[src/rtl/alu_cla_pkg.sv]
package alu_cla_pkg;

    localparam int DATA_W  = 16;
    localparam int SLICE_W = 4;

    typedef enum logic [2:0] {
        OP_ADD = 3'd0,
        OP_SUB = 3'd1,
        OP_AND = 3'd2,
        OP_OR  = 3'd3,
        OP_XOR = 3'd4,
        OP_NOR = 3'd5
    } alu_op_e;

endpackage

[src/rtl/cla_slice.sv]
module cla_slice #(
    parameter int SW = 4
) (
    input  logic [SW-1:0] x_i,
    input  logic [SW-1:0] y_i,
    input  logic          cin_i,
    output logic [SW-1:0] sum_o,
    output logic          gen_o,
    output logic          prop_o
);

    // carry into position (upto+1): sum of products, no serial chain
    function automatic logic look_carry(input logic [SW-1:0] g,
                                        input logic [SW-1:0] p,
                                        input logic          c0,
                                        input int            upto);
        logic acc;
        logic term;
        acc = 1'b0;
        for (int j = 0; j <= upto; j++) begin
            term = g[j];
            for (int k = j + 1; k <= upto; k++) term = term & p[k];
            acc = acc | term;
        end
        term = c0;
        for (int k = 0; k <= upto; k++) term = term & p[k];
        return acc | term;
    endfunction

    logic [SW-1:0] bit_g;
    logic [SW-1:0] bit_p;
    logic [SW-1:0] cin_vec;

    always_comb begin
        bit_g = x_i & y_i;
        bit_p = x_i ^ y_i;
        cin_vec[0] = cin_i;
        for (int i = 1; i < SW; i++) cin_vec[i] = look_carry(bit_g, bit_p, cin_i, i - 1);
        sum_o  = bit_p ^ cin_vec;
        gen_o  = look_carry(bit_g, bit_p, 1'b0, SW - 1);
        prop_o = &bit_p;
    end

endmodule

[src/rtl/cla_tree.sv]
module cla_tree #(
    parameter int NS = 4
) (
    input  logic [NS-1:0] sgen_i,
    input  logic [NS-1:0] sprop_i,
    input  logic          cin_i,
    output logic [NS:0]   scarry_o
);

    function automatic logic look_carry(input logic [NS-1:0] g,
                                        input logic [NS-1:0] p,
                                        input logic          c0,
                                        input int            upto);
        logic acc;
        logic term;
        acc = 1'b0;
        for (int j = 0; j <= upto; j++) begin
            term = g[j];
            for (int k = j + 1; k <= upto; k++) term = term & p[k];
            acc = acc | term;
        end
        term = c0;
        for (int k = 0; k <= upto; k++) term = term & p[k];
        return acc | term;
    endfunction

    always_comb begin
        scarry_o[0] = cin_i;
        for (int i = 1; i <= NS; i++) scarry_o[i] = look_carry(sgen_i, sprop_i, cin_i, i - 1);
    end

endmodule

[src/rtl/bitwise_unit.sv]
module bitwise_unit
    import alu_cla_pkg::*;
#(
    parameter int W = 16
) (
    input  logic [2:0]   op_i,
    input  logic [W-1:0] a_i,
    input  logic [W-1:0] b_i,
    output logic         hit_o,
    output logic [W-1:0] res_o
);

    always_comb begin
        hit_o = 1'b1;
        unique case (op_i)
            OP_AND:  res_o = a_i & b_i;
            OP_OR:   res_o = a_i | b_i;
            OP_XOR:  res_o = a_i ^ b_i;
            OP_NOR:  res_o = ~(a_i | b_i);
            default: begin
                res_o = '0;
                hit_o = 1'b0;
            end
        endcase
    end

endmodule

[src/rtl/alu_cla16.sv]
module alu_cla16
    import alu_cla_pkg::*;
#(
    parameter int WIDTH = DATA_W,
    parameter int SW    = SLICE_W
) (
    input  logic             clk,
    input  logic             rst_n,
    input  logic [2:0]       op_i,
    input  logic [WIDTH-1:0] a_i,
    input  logic [WIDTH-1:0] b_i,
    output logic [WIDTH-1:0] result_o,
    output logic             cout_o,
    output logic             ovf_o,
    output logic             zero_o,
    output logic             neg_o
);

    localparam int NS  = WIDTH / SW;
    localparam int MSB = WIDTH - 1;

    typedef struct packed {
        logic [WIDTH-1:0] result;
        logic             cout;
        logic             ovf;
        logic             zero;
        logic             neg;
    } out_t;

    out_t out_d, out_q;

    logic             is_sub;
    logic             is_arith;
    logic [WIDTH-1:0] b_eff;
    logic [WIDTH-1:0] sum;
    logic [NS-1:0]    sgen;
    logic [NS-1:0]    sprop;
    logic [NS:0]      scarry;
    logic [WIDTH-1:0] bw_res;
    logic             bw_hit;

    assign is_sub   = (op_i == OP_SUB);
    assign is_arith = (op_i == OP_ADD) || is_sub;
    assign b_eff    = b_i ^ {WIDTH{is_sub}};

    for (genvar s = 0; s < NS; s++) begin : g_slice
        cla_slice #(.SW(SW)) slice_i (
            .x_i    (a_i[s*SW +: SW]),
            .y_i    (b_eff[s*SW +: SW]),
            .cin_i  (scarry[s]),
            .sum_o  (sum[s*SW +: SW]),
            .gen_o  (sgen[s]),
            .prop_o (sprop[s])
        );
    end

    cla_tree #(.NS(NS)) tree_i (
        .sgen_i   (sgen),
        .sprop_i  (sprop),
        .cin_i    (is_sub),
        .scarry_o (scarry)
    );

    bitwise_unit #(.W(WIDTH)) bw_i (
        .op_i  (op_i),
        .a_i   (a_i),
        .b_i   (b_i),
        .hit_o (bw_hit),
        .res_o (bw_res)
    );

    always_comb begin
        out_d = '0;
        if (is_arith) begin
            out_d.result = sum;
            out_d.cout   = scarry[NS];
            out_d.ovf    = (a_i[MSB] == b_eff[MSB]) && (sum[MSB] != a_i[MSB]);
        end else if (bw_hit) begin
            out_d.result = bw_res;
        end
        out_d.zero = (out_d.result == '0);
        out_d.neg  = out_d.result[MSB];
    end

    always_ff @(posedge clk or negedge rst_n) begin
        if (!rst_n) begin
            out_q      <= '0;
            out_q.zero <= 1'b1;
        end else begin
            out_q <= out_d;
        end
    end

    assign result_o = out_q.result;
    assign cout_o   = out_q.cout;
    assign ovf_o    = out_q.ovf;
    assign zero_o   = out_q.zero;
    assign neg_o    = out_q.neg;

endmodule

[config.mk]
export PLATFORM = sky130hd
export DESIGN_NAME = alu_cla16
export DESIGN_NICKNAME = d
export VERILOG_FILES = /design/src/rtl/alu_cla_pkg.sv /design/src/rtl/cla_slice.sv /design/src/rtl/cla_tree.sv /design/src/rtl/bitwise_unit.sv /design/src/rtl/alu_cla16.sv
export SDC_FILE = /design/constraint.sdc
export NUM_CORES = 1
export LEC_CHECK = 0
export CAP_MARGIN = 0
export CORE_MARGIN = 2
export CORE_UTILIZATION = 45
export DETAILED_ROUTE_END_ITERATION = 6
export GPL_TIMING_DRIVEN = 0
export PLACE_DENSITY = 0.75
export SLEW_MARGIN = 20
export SYNTH_ARGS = -nofsm -noshare
export SYNTH_HDL_FRONTEND = slang
export SYNTH_SLANG_ARGS = --single-unit
[constraint.sdc]
create_clock -name clk -period 0.8 [get_ports clk]
set_input_delay 0.24 -clock clk [delete_from_list [all_inputs] [get_ports clk]]
set_output_delay 0.24 -clock clk [all_outputs]
set_load 0.05 [all_outputs]
==> results of run 1 <==
[metrics by stage]
| step | hold WS (ns) | TNS [ns] | total power, mW | cells |
|---|---|---|---|---|
| floorplan | -0.0556 | -38.51 | 2.97 | 292 |
| global route | 0.179 | -43.09 | 5.27 | 448 |
| global placement | 0.697 | -75.02 | 3.71 | 419 |
| CTS | 0.178 | -39.93 | 4.80 | 450 |
| detailed placement | 0.705 | -75.58 | 3.76 | 419 |
| finish | 0.126 | -40.55 | 4.94 | 448 |
[cell type report]
type                       instances  share of cell area, %
buffer                            14                   4.10
clock buffer                       4                   1.14
inverter                          42                   4.13
timing repair buffer              82                   19.9
multi-input combinational        215                   55.8
sequential                        19                   12.7
tap                               72                   2.29
[cells in the final DEF, fill, tap and decap left out, types with 4 or more instances in the layout]
| cell type | count |
|---|---|
| a21o_1 | 7 |
| a21oi_1 | 13 |
| a221oi_1 | 8 |
| buf_2 | 4 |
| buf_4 | 24 |
| buf_6 | 26 |
| buf_8 | 6 |
| clkdlybuf4s50_1 | 30 |
| dfrtp_2 | 18 |
| ha_1 | 43 |
| ha_4 | 6 |
| inv_1 | 37 |
| inv_2 | 4 |
| mux2i_1 | 7 |
| nand2_1 | 14 |
| nand4_1 | 4 |
| nor2b_1 | 5 |
| o211a_1 | 4 |
| o211ai_1 | 4 |
| o21ai_2 | 4 |
| o22ai_2 | 5 |
| xnor2_1 | 14 |
| xnor2_2 | 5 |
| xor2_1 | 4 |
[sequential cells by signal (all words and copies together) (netlist names)]
| register | flops |
|---|---|
| zero_o | 1 |
| neg_o | 1 |
| ovf_o | 1 |
| result_o | 15 |
| cout_o | 1 |
[cell families (layout without fill, tap and decap cells)]
group | after synthesis | count (layout)
AO/OA/AOI/OAI | 77 | 77
buffers and inverters | 58 | 142
adder cells (fa/ha/maj) | 54 | 54
AND/OR/NAND/NOR | 48 | 48
XOR/XNOR | 27 | 27
flip-flops | 19 | 19
multiplexers | 9 | 9
[power by group]
| group | internal [mW] | switching, mW |
|---|---|---|
| Sequential | 1.10 | 0.0558 |
| Clock | 0.352 | 0.253 |
| Combinational | 1.47 | 1.70 |
| Total | 2.93 | 2.01 |
[routing by layer]
metal,wire length [um],global-route usage (%),vias to the layer above
met5,0,0,-
met4,155,10.3,0
met3,410,2.83,14
met2,3570,38.9,94
met1,2970,30.1,1206
li1,-,-,1197
[cell usage after synthesis, types with 2 or more instances]
cell,number,share of area [%]
ha_1,51,25
inv_1,42,6.1
xnor2_1,21,7.1
dfrtp_1,18,17
a21oi_1,16,3.1
nand2_1,15,2.2
a221oi_1,9,3.1
buf_2,8,1.5
o21ai_0,8,1.5
o22ai_1,8,1.9
a21o_1,7,2.0
mux2i_1,7,2.7
xor2_1,6,2.0
nor2_1,5,0.73
nor2b_1,5,1.2
nand2b_1,4,0.97
nand4_1,4,0.97
o211a_1,4,1.5
o211ai_1,4,1.2
o21a_1,4,1.2
or2_2,4,0.97
a211o_1,3,1.0
clkbuf_1,3,0.44
fa_1,3,2.3
or4_1,3,0.87
a22oi_1,2,0.58
buf_1,2,0.29
buf_6,2,0.87
mux4_2,2,1.7
nand3_1,2,0.39
nor3_1,2,0.39
o21bai_1,2,0.58
o31ai_1,2,0.58
[worst min path at each step]
stage / slack, ns / end / startpoint / cells past startpoint
6_report: 0.13 / ovf_o$_DFF_PN0_ / rst_n / 1
5_1_grt: 0.18 / result_o[10]$_DFF_PN0_ / rst_n / 1
4_1_cts: 0.18 / ovf_o$_DFF_PN0_ / rst_n / 1
3_5_place_dp: 0.70 / result_o[12]$_DFF_PN0_ / op_i[0] / 3
3_3_place_gp: 0.70 / result_o[0]$_DFF_PN0_ / op_i[0] / 4
2_1_floorplan: -0.06 / cout_o$_DFF_PN0_ / rst_n / 0
[timing repair]
action | 4_1_cts | 5_1_grt
resized for setup | 189 | 18
endpoints found under the setup margin | 58 | 57
endpoints found under the hold margin | 0 | 0
pin swaps | 28 | 21
buffers inserted | 29 | 5
==> results.yml, run 1 <==
status:
  status: "finished with violations"
  violations: "setup timing"
yosys:
  synthSimpleGateAreaFrac_pct: 9.98
  ys.flop_type: "dfrtp_1"
  yosysUniqueCellTypes: 47
  yosys_warnings: 0
  synth_edf_count: 0
  netlist_area_sq_um: 2580
  synth_compound_area_share_pct: 21.4
  syn_avg_cell_area_sq_um: 8.85
  seq_area_frac_synth_pct: 18.5
  syn_nets: 383
  yosys.area_share.xor_xnor_pct: 9.15
  synth_top_family_by_area: "adder cells"
  muxShareOfSynthArea_pct: 4.46
  async_reset_ff_share_pct: 100
  synthCells: 292
  synth-adder-area-share_pct: 27.0
  ys_ff_latch: 19
critical_path:
  path_buf_inv: 6
  critPathCapture: "zero_o$_DFF_PN1_"
  path_cells: "buf_12, buf_8, buf_8, and2_4, buf_12, buf_4, xnor2_2, ha_4, nand4_1, a21oi_2, a311oi_2, buf_4, o21a_4, fa_2, o22ai_2, or3b_4, or4_4, nor4_4"
  crit_path_start: "op_i[0]"
  cp_slowest_cell: "or4_4"
  endpoint_kind: "register"
  timing.critical_path.required_ns: 0.96
  cp.depth: 18
  cp.arrival_ns: 4.03
  critPathKind: "input pin to register"
  start_kind: "input pin"
  path_delay_family: "simple AND/OR/NAND/NOR gates"
  max_stage_delay_ns: 0.54
  critPathMaxFanout: 10
global_routing:
  grt_use_total_pct: 23.3
  grt_start_max_net_pins: 20
  grt-ovfl-total: 0
  grt_pass1_vias: 2536
  grt_pass1_wl_um: 11700
  antenna_found_initial: 0
min_path:
  hold_class: "input pin to async pin"
route:
  avgRoutedWirePerCell_um: 15.9
  avgViaCountPerCell: 5.60
  final_antenna_net_count: 0
  first_iter_violations: 130
  drcViolationCount: 0
  vias: 2511
  first_pass_iters: 5
  totalWireLength_um: 7100
power_and_ir_drop:
  power.density_nw_per_um2: 1250
  power_leakage_nw: 1.83
  peakVddDrop_mv: 1.19
sta:
  hold_viol_final: 0
  period_minus_slack_ns: 3.86
  setup_viol: 39
  rsz0062_at_grt: "true"
  finalCritPeriodShare_pct: 483
  slew-limit-headroom_pct: 52.5
  max_freq_mhz: 259
  slew_viol_final: 0
  tightest_slew_ns: 0.713
  fin_ws_ns: -3.06
cells_and_area:
  drive_gt1_share_pct: 39.1
  nNetsFinal: 468
  antenna_cells: 0
  num-fill-cells: 422
  utilization_pct: 71.1
  multi_input_area_sq_um: 2200
  syn2layout_area_growth_pct: 52.4
  fin_area_sq_um: 3940
  final-seq-area_sq_um: 499
floorplan:
  die_w_um: 79.8
  die-area_sq_um: 6360
  start_util_pct: 46.6
  core_area_sq_um: 5540
  ioPinCount: 57
  row_count: 27
  dieHeight_um: 79.8
clock_network:
  ctsHoldBuffers: 0
  htreeDepth: 1
  cts_tree: "done"
  clk_pin_slew_ns: 0.06
  clk_path_buf_depth: 2
  cts_buffers: 3
  cts_root_buf: "clkbuf_8"
  clock-sinks: 19
job:
  cap_viol_max_count: 0
placement:
  dpl.hpwl_um: 5170
  gp_congestion: 0.881
  place_ws_ns: -4.24
  placed_area_sq_um: 3430
  portBuffers: 55
Power figures use the tool's default switching activity.
==> inputs of run 2 (changes only) <==
Settings changed: ABC_AREA set to 1, PLACE_DENSITY 0.75 to 0.74.
==> run 2 against run 1 <==
Effect of this change: the run ends with hold timing, setup timing left; clock power grew 3.8%; combinational power is 5% higher; synthesized cell count increased by 47%; cell count is 35% higher; hold slack lost 0.21 ns; sequential power about the same; flip-flop and latch count unchanged; area after synthesis up 8.4%; die area rose by 8.0%; wire length grew 25%.
==> results.yml, run 2 <==
route:
  final_antenna_net_count: 0
  first_iter_violations: 215
  vias: 3178
  totalWireLength_um: 8870
  first_pass_iters: 5
  avgViaCountPerCell: 5.24
  drcViolationCount: 0
  avgRoutedWirePerCell_um: 14.6
yosys:
  synth_commonest_cells: "nand2_1, inv_1, ha_1, nor2_1, nand3_1"
  netlist_area_sq_um: 2800
  synthCells: 428
  yosys.area.top_type_share_pct: 22.8
  syn_nets: 519
  yosysTopAreaCell: "ha_1"
  synth_edf_count: 0
  synth_area_leaders: "ha_1, dfrtp_1, nand2_1, inv_1, nor2_1"
  ys_ff_latch: 19
  async_reset_ff_share_pct: 100
  seq_area_frac_synth_pct: 17.0
  yosysMostFrequentCell: "nand2_1"
  yosysUniqueCellTypes: 29
  syn_avg_cell_area_sq_um: 6.55
  ys.flop_type: "dfrtp_1"
  yosys_warnings: 0
global_routing:
  use_met2_pct: 41.8
  antenna_found_initial: 0
  grt-ovfl-total: 0
  met3_usage_pct: 2.98
  busiest_layer: "met2"
  grt_start_max_net_pins: 20
  grt_use_met1_pct: 29.9
  grt_pass1_vias: 2988
  grt_pass1_wl_um: 13700
  grt_use_total_pct: 24.2
sta:
  tightest_slew_ns: 0.660
  setup_viol: 39
  slew-limit-headroom_pct: 55.8
  slew_viol_final: 0
  fin_ws_ns: -2.15
  period_minus_slack_ns: 2.95
  max_freq_mhz: 339
  finalCritPeriodShare_pct: 369
  rsz0062_at_grt: "true"
  hold_slack_ns: -0.0868
  hold_viol_final: 18
job:
  cap_viol_max_count: 0
floorplan:
  die_w_um: 82.9
  dieHeight_um: 82.9
  core_area_sq_um: 5960
  ioPinCount: 57
  row_count: 28
  start_util_pct: 47.0
  die-area_sq_um: 6870
clock_network:
  cts_root_buf: "clkbuf_8"
  clk_pin_slew_ns: 0.06
  cts_tree: "done"
  cts_buffers: 3
  clock-sinks: 19
  htreeDepth: 1
  ctsHoldBuffers: 0
  clk_path_buf_depth: 2
critical_path:
  path_cells: "buf_12, inv_12, nand3_4, buf_12, buf_6, xor2_1, ha_1, nand3_1, nand3b_1, buf_4, buf_4, buf_4, buf_4, buf_4, buf_4, buf_4, buf_4, buf_4, nand3_1, nand4_1, nor2_2, nor2_1"
  cp_slowest_cell: "ha_1"
  start_kind: "input pin"
  path_delay_family: "buffers and inverters"
  crit_path_start: "op_i[1]"
  critPathMaxFanout: 5
  endpoint_kind: "register"
  cp.depth: 22
  path_buf_inv: 13
  critPathKind: "input pin to register"
  crit_top_cell: "buf_4"
  timing.critical_path.required_ns: 0.94
  max_stage_delay_ns: 0.34
  cp.arrival_ns: 3.09
status:
  violations: "hold timing, setup timing"
  status: "finished with violations"
power_and_ir_drop:
  power_leakage_nw: 2.29
  peakVddDrop_mv: 1.16
  total_power_mw: 5.13
  power.density_nw_per_um2: 1230
placement:
  placed_cells: 558
  portBuffers: 55
  dpl.hpwl_um: 5840
  gp_congestion: 0.916
cells_and_area:
  syn2layout_area_growth_pct: 49.5
  nNetsFinal: 624
  num-fill-cells: 486
  largest_register_ff_count: 15
  utilization_pct: 70.3
  antenna_cells: 0
  mostFrequentLayoutCell: "nand2_1"
  multi_input_area_sq_um: 2130
  drive_gt1_share_pct: 29.1
  stdcell_count: 607
  final-seq-area_sq_um: 499
  final_cell_mix: "nand2_1, inv_1, ha_1, nor2_1, buf_4"
min_path:
  hold_class: "input pin to async pin"
-- run 2: changes by cell type after synthesis, sizes merged, moves of 8 or more --
cell | previous run | this run
nand2 | 15 | 113
nor2 | 5 | 51
inv | 42 | 83
nand3 | 2 | 38
xnor2 | 21 | 2
nand4 | 4 | 18
a221oi | 10 | 0
xor2 | 6 | 16
o22ai | 8 | 0
-- run 2: timing repair --
| action | in CTS | in global routing |
|---|---|---|
| resized for setup | 199 | 38 |
| setup buffers | 29 | 15 |
| cloned | 1 | 0 |
| pin swaps | 30 | 33 |
| endpoints found under the setup margin | 58 | 57 |
| hold endpoints to repair | 0 | 18 |
-- run 2: layout make-up --
type,instances,share of cell area (%)
inverters,84,8.06
multi-input cells,316,50.9
well taps,75,2.24
plain buffers,9,2.63
repair buffers,100,23.1
flip-flops and latches,19,11.9
clock buffers,4,1.08
-- run 2: path summary, 6_finish.rpt --
| kind | to | slack, ns |
|---|---|---|
| worst max-delay path | cout_o$_DFF_PN0_ | -2.15 |
| worst min-delay path | result_o[13]$_DFF_PN0_ | -0.09 |
| max in group asynchronous | zero_o$_DFF_PN1_ | 0.56 |
| min in group clk | cout_o$_DFF_PN0_ | 0.55 |
-- run 2: through the flow --
step	cell area, sq um	setup TNS, ns	setup slack (ns)	hold slack (ns)
global placement	3530	-66.90	-3.22	0.681
detailed placement	3530	-68.03	-3.26	0.696
floorplan	2880	-29.40	-2.13	-0.0556
finish	4190	-34.83	-2.15	-0.0868
global route	4190	-37.05	-2.30	-0.0483
CTS	3940	-32.83	-2.05	0.191
-- run 2: metal layers --
metal  share of wire (%)  wire length (um)
met1                  41              3630
met2                  48              4290
met3                 7.5               667
met4                 3.2               286
met5                   0                 0
-- run 2: power by group --
part / leakage [nW] / switching [mW] / internal [mW]
Combinational: 2.05 / 1.92 / 1.40
Sequential: 0.216 / 0.0643 / 1.11
Clock: 0.0228 / 0.275 / 0.353
-- run 2: logic make-up after synthesis --
group	Yosys count	share of synthesized area, %
buffers and inverters	93	13.5
flip-flops	19	17.0
adder cells (fa/ha/maj)	54	24.9
AO/OA/AOI/OAI	17	3.17
AND/OR/NAND/NOR	227	35.8
XOR/XNOR	18	5.63
==> inputs of run 3 (changes only) <==
Settings changed: CTS_BUF_LIST set to sky130_fd_sc_hd__clkbuf_4, CTS_CLUSTER_DIAMETER set to 40, GPL_ROUTABILITY_DRIVEN set to 0.
==> run 3 against run 2 <==
Effect of this change: highest routed layer unchanged; the flow finishes with violations (setup timing); die area is the same; maximum frequency down 2.3%; utilization increased by 2.5 points; via count is 1.3% higher; sequential power about the same; critical endpoint is now zero_o$_DFF_PN1_; wire length rose by 4.7%; total power down 0.30%; count of clock-buffer cells in the layout stayed put; flip-flop and latch count unchanged; clock power fell by 25%.
==> results.yml, run 3 (same netlist as run 2, synthesis figures left out) <==
cells_and_area:
  final_cell_mix: "nand2_1, inv_1, ha_1, nor2_1, buf_4"
  antenna_cells: 0
  syn2layout_area_growth_pct: 54.9
  nNetsFinal: 625
  drive_gt1_share_pct: 33.0
  final-seq-area_sq_um: 499
  mostFrequentLayoutCell: "nand2_1"
  multi_input_area_sq_um: 2280
  stdcell_count: 608
  largest_register_ff_count: 15
  num-fill-cells: 419
global_routing:
  met3_usage_pct: 2.09
  grt_pass1_wl_um: 13500
  grt_pass1_vias: 2926
  antenna_found_initial: 0
  use_met2_pct: 43.0
  grt_start_max_net_pins: 20
  busiest_layer: "met2"
  grt_use_total_pct: 23.6
  grt_use_met1_pct: 28.5
  grt-ovfl-total: 0
sta:
  finalCritPeriodShare_pct: 378
  tightest_slew_ns: 0.727
  hold_slack_ns: 0.0906
  slew-limit-headroom_pct: 51.5
  fin_ws_ns: -2.22
  rsz0062_at_grt: "true"
  max_freq_mhz: 331
  setup_viol: 39
  period_minus_slack_ns: 3.02
  slew_viol_final: 0
  hold_viol_final: 0
job:
  cap_viol_max_count: 0
placement:
  placed_cells: 558
  place_ws_ns: -3.28
  dpl.hpwl_um: 5710
  portBuffers: 55
clock_network:
  htreeDepth: 1
  clock-sinks: 19
  cts_buffers: 3
  cts_root_buf: "clkbuf_4"
  cts_tree: "done"
  clk_path_buf_depth: 2
  clk_pin_slew_ns: 0.09
  ctsHoldBuffers: 0
floorplan:
  die_w_um: 82.9
  start_util_pct: 47.0
  ioPinCount: 57
  row_count: 28
  core_area_sq_um: 5960
  die-area_sq_um: 6870
  dieHeight_um: 82.9
critical_path:
  cp.arrival_ns: 3.24
  timing.critical_path.required_ns: 1.01
  critPathKind: "input pin to register"
  critPathCapture: "zero_o$_DFF_PN1_"
  critPathMaxFanout: 6
  start_kind: "input pin"
  crit_path_start: "op_i[2]"
  endpoint_kind: "register"
route:
  totalWireLength_um: 9290
  avgRoutedWirePerCell_um: 15.3
  first_iter_violations: 310
  first_pass_iters: 6
  final_antenna_net_count: 0
  vias: 3218
  drcViolationCount: 0
  avgViaCountPerCell: 5.29
status:
  status: "finished with violations"
  violations: "setup timing"
power_and_ir_drop:
  power.density_nw_per_um2: 1180
  power_leakage_nw: 2.31
  peakVddDrop_mv: 1.09
min_path:
  hold_class: "input pin to async pin"
-- run 3: worst min path at each step --
| stage | startpoint | endpoint | depth (start not counted) |
|---|---|---|---|
| 6_report | rst_n | result_o[9]$_DFF_PN0_ | 1 |
| 5_1_grt | rst_n | result_o[9]$_DFF_PN0_ | 1 |
| 4_1_cts | rst_n | result_o[5]$_DFF_PN0_ | 1 |
| 3_5_place_dp | op_i[1] | result_o[14]$_DFF_PN0_ | 5 |
| 3_3_place_gp | op_i[1] | result_o[14]$_DFF_PN0_ | 5 |
| 2_1_floorplan | rst_n | cout_o$_DFF_PN0_ | 0 |
-- run 3: power breakdown --
| part | switching (mW) | internal [mW] |
|---|---|---|
| sequential | 0.0642 | 1.11 |
| clock | 0.244 | 0.227 |
| combinational | 2.01 | 1.46 |
-- run 3: cell type report --
class                   count  share of cell area [%]
repair buffers            101                    22.7
multi-input cells         316                    52.6
clock buffers               4                   0.692
inverters                  84                    7.84
well taps                  75                    2.16
flip-flops and latches     19                    11.5
plain buffers               9                    2.57
-- run 3: per-layer routing --
| layer | part of all wire, % | vias to the layer above |
|---|---|---|
| li1 | - | 1536 |
| met1 | 38 | 1435 |
| met2 | 49 | 208 |
| met3 | 8.6 | 39 |
| met4 | 4.5 | 0 |
| met5 | 0 | - |
-- run 3: worst max-delay path, cell delays in order --
cell and delay [ns]:
buf_12 0.10, clkinv_8 0.05, nand3_4 0.11, buf_8 0.15, nand2_1 0.10, nand2_1 0.09
inv_2 0.05, ha_4 0.26, nand2_2 0.06, inv_2 0.07, nand4_1 0.17, nand2_2 0.17
a21oi_4 0.08, buf_4 0.13, buf_4 0.13, fa_2 0.37, xnor2_1 0.14, nand2_1 0.10
nand3b_1 0.17, nor2_1 0.14, nand2_1 0.05, nor2_1 0.08, nand2_1 0.08, nor2_1 0.13
-- run 3: per-stage QoR --
stage          power, mW  cell area [sq um]  utilization (%)  TNS [ns]
6_report            5.12               4340             72.9    -33.63
5_1_grt             5.46               4340             72.9    -35.68
4_1_cts             4.79               4030             67.6    -32.00
3_5_place_dp        3.77               3530             59.2    -67.78
3_3_place_gp        3.72               3530             59.2    -66.46
2_1_floorplan       2.93               2880                -    -29.40
-- run 3: repair_timing --
item	in CTS	in global routing
cloned	0	1
buffers inserted	36	19
setup endpoints to repair	58	57
resized for setup	219	48
pin swaps	40	34
